--- src/rtl/sym_fir_pkg.sv ---
package sym_fir_pkg;

  // number of multiply/accumulate links: one per coefficient pair plus a lone middle tap
  function automatic int n_links(input int taps);
    return (taps + 1) / 2;
  endfunction

  // trailing register stages after the chain so the total latency meets the target
  function automatic int pad_depth(input int taps);
    return (taps % 2 != 0) ? 3 : 2;
  endfunction

  // enabled edges from taking a sample to its result on the output
  function automatic int total_latency(input int taps);
    return (taps % 2 != 0) ? (taps - 1) / 2 + 6 : taps / 2 + 4;
  endfunction

  function automatic int acc_width(input int dw, input int cw, input int taps);
    return dw + cw + $clog2(taps);
  endfunction

endpackage

--- src/rtl/sym_fir_delay.sv ---
module sym_fir_delay #(
  parameter int DW    = 8,
  parameter int DEPTH = 7
) (
  input  logic                clk,
  input  logic                rst_n,
  input  logic                en,
  input  logic [DW-1:0]       din,
  output logic [DEPTH*DW-1:0] taps
);
  logic [DW-1:0] sr [DEPTH];

  always_ff @(posedge clk) begin
    if (!rst_n) begin
      for (int i = 0; i < DEPTH; i++) sr[i] <= '0;
    end else if (en) begin
      sr[0] <= din;
      for (int i = 1; i < DEPTH; i++) sr[i] <= sr[i-1];
    end
  end

  for (genvar g = 0; g < DEPTH; g++) begin : g_out
    assign taps[g*DW +: DW] = sr[g];
  end
endmodule

--- src/rtl/sym_fir_link.sv ---
module sym_fir_link #(
  parameter int               DW     = 8,
  parameter int               CW     = 8,
  parameter int               AW     = 19,
  parameter logic [CW-1:0]    COEF   = '0,
  parameter bit               PAIRED = 1'b1,
  parameter bit               ANTI   = 1'b0,
  parameter bit               SKIP   = 1'b0
) (
  input  logic                 clk,
  input  logic                 rst_n,
  input  logic                 en,
  input  logic signed [DW-1:0] near_s,
  input  logic signed [DW-1:0] far_s,
  input  logic signed [AW-1:0] acc_in,
  output logic signed [AW-1:0] acc_out
);
  localparam int PW = DW + 1 + CW;

  // pair combination: sum, difference, or the lone middle sample
  function automatic logic signed [DW:0] fold(input logic signed [DW-1:0] a,
                                               input logic signed [DW-1:0] b);
    logic signed [DW:0] ea, eb;
    ea = {a[DW-1], a};
    eb = {b[DW-1], b};
    if (!PAIRED) return ea;
    return ANTI ? (ea - eb) : (ea + eb);
  endfunction

  function automatic logic signed [AW-1:0] widen(input logic signed [PW-1:0] p);
    return {{(AW-PW){p[PW-1]}}, p};
  endfunction

  logic signed [AW-1:0] acc_q;
  assign acc_out = acc_q;

  if (SKIP && (COEF == '0)) begin : g_zero
    always_ff @(posedge clk) begin
      if (!rst_n)   acc_q <= '0;
      else if (en)  acc_q <= acc_in;
    end
  end else begin : g_mac
    localparam logic signed [CW-1:0] H = COEF;
    logic signed [DW:0]   pre_q;
    logic signed [PW-1:0] prod_q;
    always_ff @(posedge clk) begin
      if (!rst_n) begin
        pre_q  <= '0;
        prod_q <= '0;
        acc_q  <= '0;
      end else if (en) begin
        pre_q  <= fold(near_s, far_s);
        prod_q <= pre_q * H;
        acc_q  <= acc_in + widen(prod_q);
      end
    end
  end
endmodule

--- src/rtl/sym_fir_pad.sv ---
module sym_fir_pad #(
  parameter int W     = 19,
  parameter int DEPTH = 2
) (
  input  logic         clk,
  input  logic         rst_n,
  input  logic         en,
  input  logic [W-1:0] din,
  output logic [W-1:0] dout
);
  logic [W-1:0] st [DEPTH];

  always_ff @(posedge clk) begin
    if (!rst_n) begin
      for (int i = 0; i < DEPTH; i++) st[i] <= '0;
    end else if (en) begin
      st[0] <= din;
      for (int i = 1; i < DEPTH; i++) st[i] <= st[i-1];
    end
  end

  assign dout = st[DEPTH-1];
endmodule

--- src/rtl/sym_fir_core.sv ---
module sym_fir_core
  import sym_fir_pkg::*;
#(
  parameter int TAPS      = 7,
  parameter int DW        = 8,
  parameter int CW        = 8,
  parameter int FW        = 6,
  parameter bit ANTI_SYM  = 1'b0,
  parameter bit SKIP_ZERO = 1'b1,
  parameter logic [((TAPS+1)/2)*CW-1:0] COEFS = {8'd40, 8'd0, 8'hFB, 8'd3}
) (
  input  logic                                           clk,
  input  logic                                           rst_n,
  input  logic                                           en,
  input  logic signed [DW-1:0]                           x_in,
  output logic signed [acc_width(DW, CW, TAPS)-1:0]      acc_out
);
  localparam int  K    = n_links(TAPS);
  localparam int  NI   = TAPS - 1;
  localparam int  AW   = acc_width(DW, CW, TAPS);
  localparam int  PAD  = pad_depth(TAPS);
  localparam bit  ODD  = (TAPS % 2) != 0;

  // sample history: slot i holds the sample taken i enabled edges ago
  logic [TAPS*DW-1:0] hist;
  sym_fir_delay #(.DW(DW), .DEPTH(TAPS)) u_delay (
    .clk(clk), .rst_n(rst_n), .en(en), .din(x_in), .taps(hist)
  );

  // event wires brought out for the checker
  logic signed [DW-1:0] newest_tap;
  logic signed [AW-1:0] pipe_end;
  assign newest_tap = hist[DW-1:0];

  logic signed [AW-1:0] chain [K+1];
  assign chain[0] = '0;

  // link k sees slots 2k and N, which line up the pair (k, N-k) for one output
  for (genvar k = 0; k < K; k++) begin : g_link
    localparam bit LONE = ODD && (k == K - 1);
    sym_fir_link #(
      .DW(DW), .CW(CW), .AW(AW),
      .COEF(COEFS[k*CW +: CW]),
      .PAIRED(!LONE), .ANTI(ANTI_SYM), .SKIP(SKIP_ZERO)
    ) u_link (
      .clk(clk), .rst_n(rst_n), .en(en),
      .near_s(hist[(2*k)*DW +: DW]),
      .far_s(hist[NI*DW +: DW]),
      .acc_in(chain[k]),
      .acc_out(chain[k+1])
    );
  end

  assign pipe_end = chain[K];

  sym_fir_pad #(.W(AW), .DEPTH(PAD)) u_pad (
    .clk(clk), .rst_n(rst_n), .en(en), .din(pipe_end), .dout(acc_out)
  );
endmodule

--- config.mk ---
export PLATFORM = sky130hd
export DESIGN_NAME = sym_fir_core
export DESIGN_NICKNAME = d
export VERILOG_FILES = /design/src/rtl/sym_fir_pkg.sv /design/src/rtl/sym_fir_delay.sv /design/src/rtl/sym_fir_link.sv /design/src/rtl/sym_fir_pad.sv /design/src/rtl/sym_fir_core.sv
export SDC_FILE = /design/constraint.sdc
export NUM_CORES = 1
export LEC_CHECK = 0
export BUFFER_PORTS_ARGS = -buffer_cell sky130_fd_sc_hd__clkbuf_2
export CAP_MARGIN = 5
export CORE_ASPECT_RATIO = 1.75
export CORE_MARGIN = 3
export CORE_UTILIZATION = 35
export DETAILED_ROUTE_END_ITERATION = 6
export HOLD_SLACK_MARGIN = 0.08
export REMOVE_ABC_BUFFERS = 1
export SYNTH_ARGS = -nofsm -noshare
export SYNTH_HDL_FRONTEND = slang
export SYNTH_SLANG_ARGS = --single-unit
--- constraint.sdc ---
create_clock -name clk -period 6.82 [get_ports clk]
set_clock_uncertainty 0.15 [all_clocks]
set_input_delay 0.341 -clock clk [delete_from_list [all_inputs] [get_ports clk]]
set_output_delay 0.341 -clock clk [all_outputs]
set_load 0.02 [all_outputs]
# ---- After elaboration in Yosys (flattened, before gate mapping)
# Memories as Yosys holds them, arrays and structs flattened.
# Index checks and enable logic that the tools add are counted.
dict set report op_classes {
  mul 3
  add_sub_neg 5
  n_bitwise 10
  muxes 17
}
# op n
set ops {}
lappend ops {{two-way mux 19 bit} 3}
lappend ops {{two-way mux 8 bit} 7}
lappend ops {{adder 8 x 8 -> 9 bit} 3}
lappend ops {{multiplier 9 x 4 -> 13 bit (second input constant)} 2}
lappend ops {{adder 19 x 16 -> 19 bit} 1}
lappend ops {{adder 12 x 13 -> 14 bit} 1}
lappend ops {{multiplier 9 x 3 -> 12 bit (second input constant)} 1}
lappend ops {{OR 1 bit} 10}
lappend ops {{two-way mux 9 bit} 1}
lappend ops {{two-way mux 1 bit} 6}
dict set report totals {
  ff_bits 134
  ramBits 113
  input_bits 11
  wordCells 47
  out_inout_bits 19
  n_memories 2
}
# memory depth word_bits read_ports rd_clocked_by_memory_dff write_ports line_no
set memory_table {}
lappend memory_table {u_pad.st 3 19 3 0 3 sym_fir_pad.sv:11} ;# logic [W-1:0] st [DEPTH];
lappend memory_table {u_delay.sr 7 8 7 0 7 sym_fir_delay.sv:11} ;# logic [DW-1:0] sr [DEPTH];

# ---- Depth between registers and ports, before layout
# Gate-level depths: netlist of run 1.
dict set report depth {
  ltp_word 4
  ltp_mapped 14
  mapped_depth_nobuf 14
}

# ---- Hierarchy
# Synthesis of run 1 repeated with hierarchy kept, for this count alone.
dict set report hier_totals {
  hier_cells 1382
  hier_area_um2 14109.8
}
# module area_per_inst_um2 seq_area_each_um2 cells_each instances
set modules_own_cells {}
lappend modules_own_cells {{sym_fir_link (g_link[1].u_link)} 3463.3 820.8 406 1}
lappend modules_own_cells {{sym_fir_link (g_link[0].u_link)} 2984.1 800.8 352 1}
lappend modules_own_cells {{sym_fir_link (g_link[3].u_link)} 2519.9 800.8 293 1}
lappend modules_own_cells {sym_fir_pad 2292.2 1711.6 146 1}
lappend modules_own_cells {sym_fir_delay 2122.0 1681.6 124 1}
lappend modules_own_cells {{sym_fir_link (g_link[2].u_link)} 724.4 380.4 60 1}
lappend modules_own_cells {sym_fir_core 3.8 0.0 1 1}

# ---- Worst setup path before layout of run 1
# OpenSTA, ideal clock, no wires.
dict set report synth_timing {
  kind {input-to-reg}
  start {input rst_n}
  end {register g_link[1].u_link.g_mac.pre_q[6]}
  required_time_ps 6408
  setup_slack_ps 3243
  arrival_ps 3164
  n_path_buf 1
  setup_time_ps 262
  cell_stages 5
  path_cell_list {buf_2 inv_2 nor2_1 inv_1 o32ai_1}
}
# item line_no
set synth_lines {}
lappend synth_lines {{start, declared} sym_fir_core.sv:13} ;# input logic rst_n,
lappend synth_lines {{end signal, assigned} sym_fir_link.sv:52} ;# pre_q <= fold(near_s, far_s);
lappend synth_lines {{end, declared} sym_fir_link.sv:44} ;# logic signed [DW:0] pre_q;

# ---- Worst setup path in the final report of run 1
dict set report layout_timing {
  start {register g_link[1].u_link.g_mac.pre_q[4]}
  end {register g_link[1].u_link.g_mac.prod_q[12] (netlist name)}
}
dict set report layout_via {
  elab_chain_cells 1
}
# item line_no
set layout_rtl {}
lappend layout_rtl {{multiplier 9 x 4 -> 13 bit} sym_fir_link.sv:53} ;# prod_q <= pre_q * H;
# Every way passes these cells.
# A chain may end at the register's enable or synchronous reset.

==> impl_summary.md, run 1 <==
Flow run
The count of max-cap constraint violations is 0.

Detailed routing
The detailed router finished its first iteration with about 430 violations. Across all layers, the routed design uses about 7800 vias. In the routed design, unresolved DRC markers number 0.

In this run the remaining antenna-violating nets after routing total 0. The per-cell routed wire length is 15.2 um. The via-per-instance ratio is ~5. Wires add up to between 20000 and 25000 um. The number of iterations in the first detailed-routing pass is 6.

Yosys
Of the total synthesized cell area, the portion taken by AND, OR, NAND and NOR gates is roughly 14%. The synthesized netlist devotes under 10% of its cell area to compound gates. Counting flops with an async set or reset pin after synthesis yields a share of 0%.

After synthesis, the cell types taking the most area are sky130_fd_sc_hd__edfxtp_1, sky130_fd_sc_hd__dfxtp_1, sky130_fd_sc_hd__ha_1. Synthesis produced around 1100 cells. The synthesized design contains between 100 and 150 enable-type register cells. In this run the cell area of the synthesized design comes to 0.0119 mm^2. After synthesis, the most frequently instantiated cells are sky130_fd_sc_hd__dfxtp_1, sky130_fd_sc_hd__edfxtp_1, sky130_fd_sc_hd__nor2_1, sky130_fd_sc_hd__and3_1, sky130_fd_sc_hd__ha_1. The count of warnings emitted by yosys is 0.

The most frequent cell after synthesis is sky130_fd_sc_hd__dfxtp_1. Summing the sequential cell areas from Yosys gives 49.2% of the chip area. The share of synthesized area in the top cell type comes to around 28%.

The synthesized netlist devotes 12.8% of its cell area to adder and majority cells. The most frequently used flop master after synthesis is sky130_fd_sc_hd__dfxtp_1. Of the total synthesized cell area, the portion taken by XOR and XNOR cells is ~3.2%.

The number of flip-flops and latches in the synthesized netlist is between 200 and 250. The main combinational cell family by area after synthesis is simple AND/OR/NAND/NOR gates. The number of different library cells used by synthesis comes to 62. The cell taking the most area after synthesis is sky130_fd_sc_hd__edfxtp_1. A synthesized cell averages around 11 um^2.

The multiplexer share of the synthesized area is under 10%.

Timing
The post-route worst hold slack is 0.267 ns. The worst pin sits at a relative slew slack of between 30% and 40%. The count of endpoints failing hold in the final timing report is 0.

The total count of max-transition violations in the final report is 0. For this run, the top clock speed supported by timing is 309 MHz. The slew at the pin with the worst max-slew slack is around 0.96 ns. Setup violations remaining at the end of the flow were counted as 0.

Of the available clock period, the critical path in the final layout requires about 47%. The post-route minimum period is ~3.2 ns. The setup TNS is 0 ns.

Setup repair after global routing left no endpoint under its margin.

Cells and area
The fraction of final layout cells sized beyond drive strength 1 is 7.28%. The final layout contains between 1000 and 1500 nets. The number of antenna diodes is 0.

Compared with the post-synthesis result, the final layout area differs by 10.1%.

Critical path
STA puts the critical path data required time at about 7 ns. The nature of the critical path startpoint is a flop. The startpoint identified for the worst register-to-register timing path is g_link[1].u_link.g_mac.pre_q[4]. The kind of critical path is reg2reg. The reg-to-reg endpoint is g_link[1].u_link.g_mac.prod_q[12].

The endpoint type of the worst setup path is a flop. For the worst setup path, the data arrival time is 3.45 ns. In this run the register-to-register setup slack is 3.59 ns. The worst reg-to-reg path cell count is 11. The peak fanout along the critical path is 5.

Floorplanning
The overall die area is between 0.03 and 0.04 mm^2. The overall die width is between 100 and 150 um. Once the floorplan was initialized, standard cells occupied roughly 36% of the core. In this run the vertical extent of the chip is roughly 250 um. The placeable core region is 0.0333 mm^2.

The number of placement rows is 88. During I/O placement, the number of pins put on the boundary was 30.

Status
The run finished with clean final reports.

GRT
The initial antenna violation count is 0. Entering global routing, the biggest net connects 90 pins. The global-route wire length before repair is ~40000 um. The global-route usage over all layers is a little over an eighth. Summed over all layers, the global routing overflow is 0. The via count of the first global-routing pass is just under 8000.

CTS
The root buffer cell chosen for the clock tree is sky130_fd_sc_hd__clkbuf_16. The total clock sinks is ~240. The number of setup buffers added after CTS is 0. The clock passes through at most 3 buffers.

CTS built an H-tree with a depth of 1. The TritonCTS buffer count is 23. After clock tree synthesis, the clock-pin slew on the worst setup and hold paths is ~0.06 ns. Clock latency on the worst-skew pair, taken at its later pin, is roughly 0.51 ns.

TritonCTS built the clock tree.

Min path
The path with the worst hold slack has its endpoint at g_link[0].u_link.g_mac.pre_q[5]. The number of cells traversed by the worst hold path is 3. The hold path startpoint is rst_n. The worst hold path belongs to the class in2reg.

Power and ir drop
For this design the static power due to leakage is between 5 and 6 nW. Dividing total power by cell area gives a power density of 261 mW/mm^2. The worst-case IR drop observed on VDD is 0.121 mV.

Placement
The global placer's final weighted congestion is 0.786. The port buffer count is 29. The HPWL after detailed placement is 16100 um.
==> sequential cells by signal, indices dropped and copies added, names as in the netlist <==
register,flops
g_link.u_link.acc_out,59
u_pad.st,57
u_delay.sr,56
g_link.u_link.g_mac.prod_q,38
g_link.u_link.g_mac.pre_q,26
==> worst max-delay path, stage by stage (launching register included) <==
cell	delay (ns)
sky130_fd_sc_hd__dfxtp_1	0.35
sky130_fd_sc_hd__inv_1	0.08
sky130_fd_sc_hd__ha_1	0.31
sky130_fd_sc_hd__fa_1	0.46
sky130_fd_sc_hd__ha_1	0.31
sky130_fd_sc_hd__ha_1	0.36
sky130_fd_sc_hd__and2_1	0.17
sky130_fd_sc_hd__a31oi_1	0.14
sky130_fd_sc_hd__o21ai_1	0.10
sky130_fd_sc_hd__o41a_1	0.37
sky130_fd_sc_hd__mux2i_1	0.17
sky130_fd_sc_hd__a31oi_1	0.10
==> area by class of cell <==
cell class | count | area (um^2)
repair buffers | 44 | 289
multi-input cells | 741 | 5510
fillers | 3290 | 20100
flip-flops and latches | 236 | 5860
inverters | 51 | 194
clock buffers | 32 | 629
clock inverters | 9 | 76.3
well taps | 450 | 563
==> routing by layer <==
layer | share of wire (%) | vias up | GRT usage, %
li1 | - | 3925 | -
met1 | 39 | 3752 | 14.2
met2 | 55 | 100 | 25.3
met3 | 2.6 | 50 | 1.67
met4 | 4.1 | 0 | 5.76
met5 | 0 | - | 0
==> worst max path at each step <==
| stage | cells after the start | to | from |
|---|---|---|---|
| 6_report | 11 | g_link[1].u_link.g_mac.prod_q[12] | g_link[1].u_link.g_mac.pre_q[4] |
| 5_1_grt | 11 | g_link[1].u_link.g_mac.prod_q[12] | g_link[1].u_link.g_mac.pre_q[4] |
| 4_1_cts | 11 | g_link[1].u_link.g_mac.prod_q[12] | g_link[1].u_link.g_mac.pre_q[4] |
| 3_5_place_dp | 11 | g_link[1].u_link.g_mac.prod_q[12] | g_link[1].u_link.g_mac.pre_q[4] |
| 3_3_place_gp | 11 | g_link[1].u_link.g_mac.prod_q[12] | g_link[1].u_link.g_mac.pre_q[4] |
| 2_1_floorplan | 4 | g_link[1].u_link.g_mac.pre_q[6] | rst_n |
==> placed cells by master, fill, tap and decap left out, drive strengths merged, types with 4 or more instances in the layout <==
master / count
o31ai: 6
nand2b: 4
xnor2: 29
clkbuf: 60
buf: 8
ha: 101
clkinv: 5
dlygate4sd3: 8
a21o: 8
a21oi: 39
xor2: 14
nand3: 20
o31a: 5
edfxtp: 113
and3: 108
nor2: 112
nor2b: 15
and2: 12
dfxtp: 123
a211oi: 16
nor3: 9
mux2i: 73
o21a: 14
a31oi: 5
nand2: 38
inv: 51
o21ai: 46
fa: 13
==> repair_timing <==
item / 4_1_cts / 5_1_grt
hold buffers: 8 / 0
resized for setup: 0 / 0
hold endpoints to repair: 8 / 0
==> through the flow <==
step / setup WS (ns) / power, W / area [um^2] / std cells / util [%]
4_1_cts: 3.56 / 0.00349 / 13100 / 1563 / 39.4
5_1_grt: 3.39 / 0.00362 / 13100 / 1563 / 39.4
6_report: 3.59 / 0.00343 / 13100 / 1563 / 39.4
3_3_place_gp: 3.63 / 0.00224 / 12300 / 1514 / 37.1
2_1_floorplan: 2.28 / 0.00208 / 11600 / 1028 / -
3_5_place_dp: 3.57 / 0.00226 / 12300 / 1514 / 37.1
==> where the power goes <==
| part | switching (W) | internal [W] | total, W |
|---|---|---|---|
| Sequential | 0.0000595 | 0.00159 | 0.00165 |
| Combinational | 0.000325 | 0.000251 | 0.000576 |
| Clock | 0.000522 | 0.000683 | 0.00121 |
==> cells by family (layout without fill, tap and decap cells) <==
kind of cell / count (synthesis) / count (layout)
simple gates: 335 / 335
flops: 236 / 236
buf+inv: 124 / 136
fa+ha+maj: 114 / 114
compound gates: 174 / 174
mux: 75 / 75
xor+xnor: 43 / 43
Note: power is estimated with default switching activity, not from simulation.
==> run 2: changes to the inputs <==
Clock period 6.82 ns to 3.3 ns, I/O delays scaled along.
==> impl_summary.md, run 2 (synthesized netlist as in run 1, its figures left out) <==
Cells and area
For this run, the number of standard cells in the final layout without fillers is between 1500 and 2000. Cells fill between 40% and 50% of the core in the end. From synthesis to final layout, the design area changed by 11.9%.

0 antenna diodes ended up in the layout. The register with the most flip-flops in the layout has a little under 60 of them. The top cell types in the final layout, fill and taps aside, are sky130_fd_sc_hd__dfxtp_1, sky130_fd_sc_hd__edfxtp_1, sky130_fd_sc_hd__nor2_1. In the final layout, the share of cells above drive strength 1 is 9.36%.

After the last flow step, the layout net total stands at between 1000 and 1500. The commonest non-fill, non-tap cell in the layout is sky130_fd_sc_hd__dfxtp_1.

Floorplanning
The initial core utilization is between 30% and 40%. The overall die area is around 0.036 mm^2. 30 I/O pins were placed. The number of placement rows is ~90. The floorplan step set the die height to about 250 um.

The total area inside the core boundary comes to roughly 0.033 mm^2. The die is 145 um wide.

Placement
At the placement stage, the worst setup path has a slack of approximately 0.055 ns. The global placer's final weighted congestion is 0.816. After detailed placement, the design holds a cell count of around 1500. In this run the tool buffered the top-level ports with 29 buffer cells. The placed wire-length estimate after detailed placement is roughly 16000 um.

Critical path
In this run the worst path has a maximum fanout of 4. The kind of critical path is reg2reg. The critical path goes through inv_1 > ha_1 > inv_1 > fa_1 > inv_1 > ha_1 > ha_1 > a21oi_2 > o21ai_1 > o41a_1 > mux2i_1 > a31oi_1. The slowest cell on the critical path is sky130_fd_sc_hd__fa_1.

The data arrival time at the worst-slack endpoint is 3.36 ns. The worst register-to-register path ends at g_link[1].u_link.g_mac.prod_q[12]. The worst path required time is ~3.5 ns.

The stage delay of the slowest cell on the critical path is around 0.47 ns. Counting cells, the worst reg-to-reg path comes to 12. The setup check on the worst reg-to-reg path leaves a slack of approximately 0.16 ns.

The nature of the critical path startpoint is a flop. The logic depth of the worst setup path including buffers is 12. The startpoint identified for the worst register-to-register timing path is g_link[1].u_link.g_mac.pre_q[1]. The buffer and inverter count on the worst path is 3.

STA classifies the critical path endpoint as a flop. The cell family contributing the most delay on the critical path is adder cells.

Detailed routing
The wire length after detailed routing is around 24000 um. The via total after detailed routing is about 7800. In the detailed route, the total length drawn on met2 is ~13000 um. The violation count after the first detailed-routing iteration is 361. For this run, the detailed router's first-pass iteration total came to 4.

After detailed routing, the met3 layer carries roughly 670 um of wire. The total routed wire length on the met1 layer is just over 9000 um. The residual DRC count is 0. The via-per-instance ratio is 4.99. The per-cell routed wire length is around 15 um.

Once detail routing completed, the nets flagged for antenna violations numbered 0. The highest layer touched by signal routing is met4.

Min path
The number of cells traversed by the worst hold path is 2. The worst hold-check path type is reg2reg. The path with the worst hold slack has its endpoint at g_link[3].u_link.acc_out[14]. The hold path startpoint is g_link[3].u_link.acc_out[14].

Timing
On the final layout, the worst hold slack is between 0.2 and 0.3 ns. At the pin with the least slew margin, the transition time is between 1 and 1.5 ns. Measured against its own limit, the worst slew margin works out to 33.2%. The highest achievable clock rate is between 300 and 400 MHz.

The slack of the critical path is about 0.16 ns. The worst path in the final design needs a cycle of between 3 and 4 ns, including I/O delays and setup. The total count of max-transition violations in the final report is 0. The setup violation total in the final timing report is 0.

Dividing the final minimum period by the clock period gives between 90% and 100%. After routing, the total negative slack on setup checks comes to 0 ns. The count of endpoints failing hold in the final timing report is 0.

Status
The run finished with clean final reports.

Power and ir drop
The internal portion of the total power is approximately 0.0054 W. The power dissipated by switching net loads is between 0.0015 and 0.002 W. The leakage power is roughly 6 nW. The sequential share of power is approximately 46%. The power density normalized to cell area is around 550 mW/mm^2. The peak supply drop is between 0.3 and 0.4 mV.

The clock share of power is between 30% and 40%. The combinational share of power is between 10% and 20%. The switching power as a share of total power is roughly a quarter.

CTS
The TritonCTS clock tree is done. The clock network latency to the later pin of the worst-skew pair is about 0.53 ns. The master cell of the clock root buffer is sky130_fd_sc_hd__clkbuf_16. Clock-pin slew was measured on the worst setup and hold paths at around 0.06 ns. Counting along the longest clock path gives a buffer depth of 3.

The number of setup buffers added after CTS is 0. The clock net in this run drives a total of 236 sinks. Counting the buffers created by CTS gives 23. The number of levels the H-tree was split into is 1.

GRT
The overall overflow remaining after global route is 0. The first global-routing pass estimated 39100 um of wire. The global-route usage over all layers is roughly 13%. The initial antenna violation count is 0.

Entering global routing, the biggest net connects 90 pins. The via count of the first global-routing pass is approximately 7800.

Flow run
The tool flagged a number of max-cap violations equal to 0.
## run 2: timing repair
action | in CTS | in global routing
pin swaps | 0 | 4
endpoints found under the hold margin | 12 | 0
gates resized for setup | 1 | 14
hold buffers | 11 | 0
endpoints found under the setup margin | 1 | 4
## run 2: tightest hold or removal path, delay by kind of cell (launching register included)
family | cells | cell delay, ns
compound gates | 1 | 0.05
flops | 1 | 0.31
simple gates | 1 | 0.05
## run 2: final cells by class
cell class / instances / area, um^2
Inverter: 51 / 194
Clock inverter: 12 / 125
Clock buffer: 30 / 642
Fill cell: 3276 / 19900
Sequential cell: 236 / 5860
Tap cell: 450 / 563
Multi-Input combinational cell: 741 / 5570
Timing Repair Buffer: 52 / 369
## run 2: power groups by stage
| stage | logic (W) | registers [W] | clock network (W) |
|---|---|---|---|
| floorplan | 0.000854 | 0.00345 | 0 |
| global placement | 0.00118 | 0.00346 | 0 |
| detailed placement | 0.00121 | 0.00346 | 0 |
| CTS | 0.00123 | 0.00340 | 0.00277 |
| global route | 0.00142 | 0.00343 | 0.00286 |
| finish | 0.00124 | 0.00340 | 0.00268 |
## run 2: how the worst max path moves through the flow
stage	start	end
global route	g_link[1].u_link.g_mac.pre_q[1]	g_link[1].u_link.g_mac.prod_q[12]
floorplan	rst_n	g_link[1].u_link.g_mac.pre_q[6]
global placement	g_link[1].u_link.g_mac.pre_q[2]	g_link[1].u_link.g_mac.prod_q[11]
CTS	g_link[1].u_link.g_mac.pre_q[2]	g_link[1].u_link.g_mac.prod_q[11]
detailed placement	g_link[1].u_link.g_mac.pre_q[2]	g_link[1].u_link.g_mac.prod_q[11]
finish	g_link[1].u_link.g_mac.pre_q[1]	g_link[1].u_link.g_mac.prod_q[12]
## run 2: metal layers
metal / GRT usage [%] / vias to the layer above
li1: - / 3954
met1: 13.8 / 3726
met2: 24.8 / 105
met3: 1.63 / 64
met4: 6.49 / 0
met5: 0 / -
## run 2: stage by stage
stage | instance area, um^2 | total power, W
finish | 13300 | 0.00732
global route | 13300 | 0.00771
CTS | 13300 | 0.00739
detailed placement | 12400 | 0.00467
global placement | 12400 | 0.00464
floorplan | 11600 | 0.00430
==> run 3: changes to the inputs <==
Settings changed: SYNTH_HIERARCHICAL set to 1.
==> impl_summary.md, run 3 <==
Timing
The post-route fraction of the period consumed by the critical path is a little over nine tenths. The highest achievable clock rate is 309 MHz. Setup violations remaining at the end of the flow were counted as 0. The count of endpoints failing hold in the final timing report is 0. The total count of max-transition violations in the final report is 0. The slack of the critical path is between 0.06 and 0.07 ns. After layout, the minimum clock period comes to about 3.2 ns. Measured against its own limit, the worst slew margin works out to between 50% and 60%.

The post-route worst hold slack is roughly 0.30 ns. For the pin with the worst max-slew slack, the measured transition is about 0.67 ns. Setup repair after global routing could not meet its margin everywhere.

Min path
The end point of the most critical hold path is g_link[3].u_link/acc_out[17]. The worst hold path was traced through 2 stages. The startpoint identified for the worst hold timing path is g_link[3].u_link/acc_out[17].

The path class of the tightest hold or removal check is reg2reg.

Critical path
The peak fanout along the critical path is 2. STA puts the critical path data arrival time at between 3 and 4 ns. The largest single stage delay on the critical path is ~0.51 ns. Across all register-to-register paths, the minimum setup slack is approximately 0.064 ns. The worst setup path is launched from a flop. The worst setup path is captured at a flop. The reg-to-reg critical path startpoint is g_link[1].u_link/g_mac.pre_q[1].

The worst reg-to-reg path cell count is 13. The slowest stage of the critical path is the sky130_fd_sc_hd__fa_1 cell. At the worst endpoint, the required time is 3.56 ns. The critical path goes through inv_2 > ha_4 > inv_2 > fa_1 > inv_2 > ha_4 > ha_4 > a211o_1 > a21oi_2 > o22ai_2 > o41ai_2 > nor3_1 > nand3b_1. By startpoint and endpoint, the worst setup path is classified as reg2reg. The endpoint identified for the worst register-to-register timing path is g_link[1].u_link/g_mac.prod_q[12].

Power and ir drop
The power dissipated by switching net loads is ~0.0025 W. IR analysis of the VDD net gives a maximum drop of 0.360 mV. The clock network burns around 36% of the power. The switching power as a share of total power is between 20% and 30%.

The share of total power dissipated in combinational logic is 21.1%. The internal portion of total power is 0.00626 W. The analysis attributes to cell leakage a power of around 7.0 nW.

For this design the ratio of total power to cell area is ~550 mW/mm^2. The sequential share of power is a little over two fifths. The design draws 0.00873 W.

Yosys
Synthesis instantiated 83 different standard cells from the library. Ranked by instance count, the synthesized netlist is headed by sky130_fd_sc_hd__dfxtp_1, sky130_fd_sc_hd__ha_1, sky130_fd_sc_hd__nor2_1, sky130_fd_sc_hd__edfxtp_1, sky130_fd_sc_hd__and3_1. Summing the sequential cell areas from Yosys gives 43.9% of the chip area. Sorting the synthesized cells by area gives the leading types as sky130_fd_sc_hd__edfxtp_1, sky130_fd_sc_hd__dfxtp_1, sky130_fd_sc_hd__ha_1. Yosys instantiated no cell more often than sky130_fd_sc_hd__dfxtp_1. The count of warnings emitted by yosys is 6.

The async set-or-reset flop fraction in the synthesized netlist is 0%. The cell taking the most area after synthesis is sky130_fd_sc_hd__edfxtp_1. The mean instance size in the synthesized netlist is around 10 um^2. The area share of the largest cell type after synthesis is 24.0%.

In the synthesized netlist, the number of instances is 1382. In the synthesized netlist the dominant register cell turns out to be sky130_fd_sc_hd__dfxtp_1. After synthesis the netlist holds a flip-flop and latch count of between 200 and 300. Summing every instance area after synthesis gives approximately 0.014 mm^2. The synthesized design contains roughly 110 enable-type register cells.

CTS
The TritonCTS buffer count is 26. The clock drives roughly 250 sinks. After clock tree synthesis, the clock-pin slew on the worst setup and hold paths is approximately 0.06 ns. The master cell of the clock root buffer is sky130_fd_sc_hd__clkbuf_16. TritonCTS built the clock tree. Buffers added to address setup during post-CTS repair amount to 0.

CTS built an H-tree with a depth of 1. The clock network latency to the later pin of the worst-skew pair is around 0.53 ns. In this run the deepest clock path goes through 3 buffers.

Floorplanning
The initial core utilization is between 30 and 40%. The floorplan step set the die width to 158 um. The height of the die is about 270 um. The number of top-level pins is 30.

The floorplan has 96 rows. The placeable core region is a little under 0.04 mm^2. The overall die area is about 0.043 mm^2.

Placement
The placed wire-length estimate after detailed placement is around 22000 um. The global placer's final weighted congestion is between 0.8 and 0.9. The placed instance count is approximately 1900. OpenSTA, run right after detailed placement, puts the worst setup slack at -0.0567 ns. The count of buffers added on input and output ports is 29.

Cells and area
After filler insertion, the fill cell instance count of the layout stands at around 3800. Summing all flip-flop and latch instances after layout gives roughly 0.0062 mm^2. The multi-input combinational cell area is around 0.0074 mm^2. Cells with a size suffix above 1 make up around 9.7% of the layout. The number of nets in the final layout is 1553. The commonest non-fill, non-tap cell in the layout is sky130_fd_sc_hd__dfxtp_1.

The flip-flop count of the largest register, all copies and words added is 76. The non-filler instance count after layout is approximately 1900. In the layout the commonest cells are sky130_fd_sc_hd__dfxtp_1, sky130_fd_sc_hd__ha_1, sky130_fd_sc_hd__nor2_1. The number of antenna diodes is 0. Relative to the synthesized area, the layout overhead comes to 11.7%.

GRT
For this run the aggregate overflow at the end of global routing stands at 0. The via count of the first global-routing pass is ~10000. The largest net degree at the start of global routing is 106. The initial antenna violation count is 0. The global-route wire length before repair is roughly 49000 um.

The global-route usage over all layers is about 14%.

Detailed routing
The via total after detailed routing is 10100. The wire length after detailed routing is 30200 um. For this block, the initial DRC count from the detailed router was 409. In the routed design, unresolved DRC markers number 0. Once detail routing completed, the nets flagged for antenna violations numbered 0.

The per-cell routed wire length is 15.8 um. The via-per-instance ratio is ~5.3. For this run, the detailed router's first-pass iteration total came to 6.

Flow run
The tool flagged a number of max-cap violations equal to 0.

Status
The flow ran to the end, and the final reports show no timing, DRC or antenna violations.
-- run 3: how the worst max path moves through the flow --
stage	startpoint	end	slack [ns]	depth (start not counted)
2_1_floorplan	g_link[1].u_link/g_mac.pre_q[1]	g_link[1].u_link/g_mac.prod_q[9]	0.13	13
3_3_place_gp	g_link[1].u_link/g_mac.pre_q[1]	g_link[1].u_link/g_mac.prod_q[12]	0.01	13
3_5_place_dp	g_link[1].u_link/g_mac.pre_q[2]	g_link[1].u_link/g_mac.prod_q[12]	-0.06	11
4_1_cts	g_link[1].u_link/g_mac.pre_q[1]	g_link[1].u_link/g_mac.prod_q[9]	0.03	13
5_1_grt	g_link[1].u_link/g_mac.pre_q[1]	g_link[1].u_link/g_mac.prod_q[12]	-0.04	13
6_report	g_link[1].u_link/g_mac.pre_q[1]	g_link[1].u_link/g_mac.prod_q[12]	0.06	13
-- run 3: timing repair --
action,4_1_cts,5_1_grt
hold buffers,12,0
hold endpoints to repair,29,0
gates resized for setup,5,12
endpoints found under the setup margin,2,4
pin swaps,0,9
-- run 3: area by class of cell --
type | count | share of cell area, %
clock buffers | 33 | 4.49
repair buffers | 58 | 2.80
clock inverters | 15 | 1.37
inverters | 46 | 1.10
well taps | 490 | 3.89
flip-flops and latches | 253 | 39.3
multi-input cells | 1019 | 47.0
-- run 3: critical path, delay by kind of cell (launching register included) --
kind | cells | cell delay [ns]
flip-flops | 1 | 0.33
AO/OA/AOI/OAI | 4 | 1.02
adder cells (fa/ha/maj) | 4 | 1.25
AND/OR/NAND/NOR | 2 | 0.25
buffers and inverters | 3 | 0.12
-- run 3: kinds of logic after synthesis --
logic type                 synth area share (%)
other                                    0.0266
muxes                                      5.13
buffers and inverters                      4.77
adders and majority gates                  13.0
xor gates and xnor gates                   3.17
and+or+nand+nor                            17.2
DFF                                        43.9
AOI/OAI and AO/OA                          12.8
-- run 3: layer usage --
layer / wire [um] / GRT usage, %
met1: 11500 / 14.7
met2: 16200 / 25.8
met3: 771 / 1.66
met4: 1710 / 8.02
met5: 0 / 0
-- run 3: power groups by stage --
stage | combinational [W] | clock [W] | sequential, W
global placement | 0.00167 | 0 | 0.00380
finish | 0.00184 | 0.00315 | 0.00374
detailed placement | 0.00171 | 0 | 0.00381
CTS | 0.00177 | 0.00325 | 0.00374
floorplan | 0.00126 | 0 | 0.00373
global route | 0.00206 | 0.00336 | 0.00376
-- run 3: through the flow --
stage / area, um^2 / setup TNS, ns / util, %
global placement: 14600 / 0 / 37.0
global route: 15800 / -0.0447 / 39.9
detailed placement: 14600 / -0.0567 / 37.0
floorplan: 13700 / 0 / -
CTS: 15700 / 0 / 39.7
finish: 15800 / 0 / 39.9
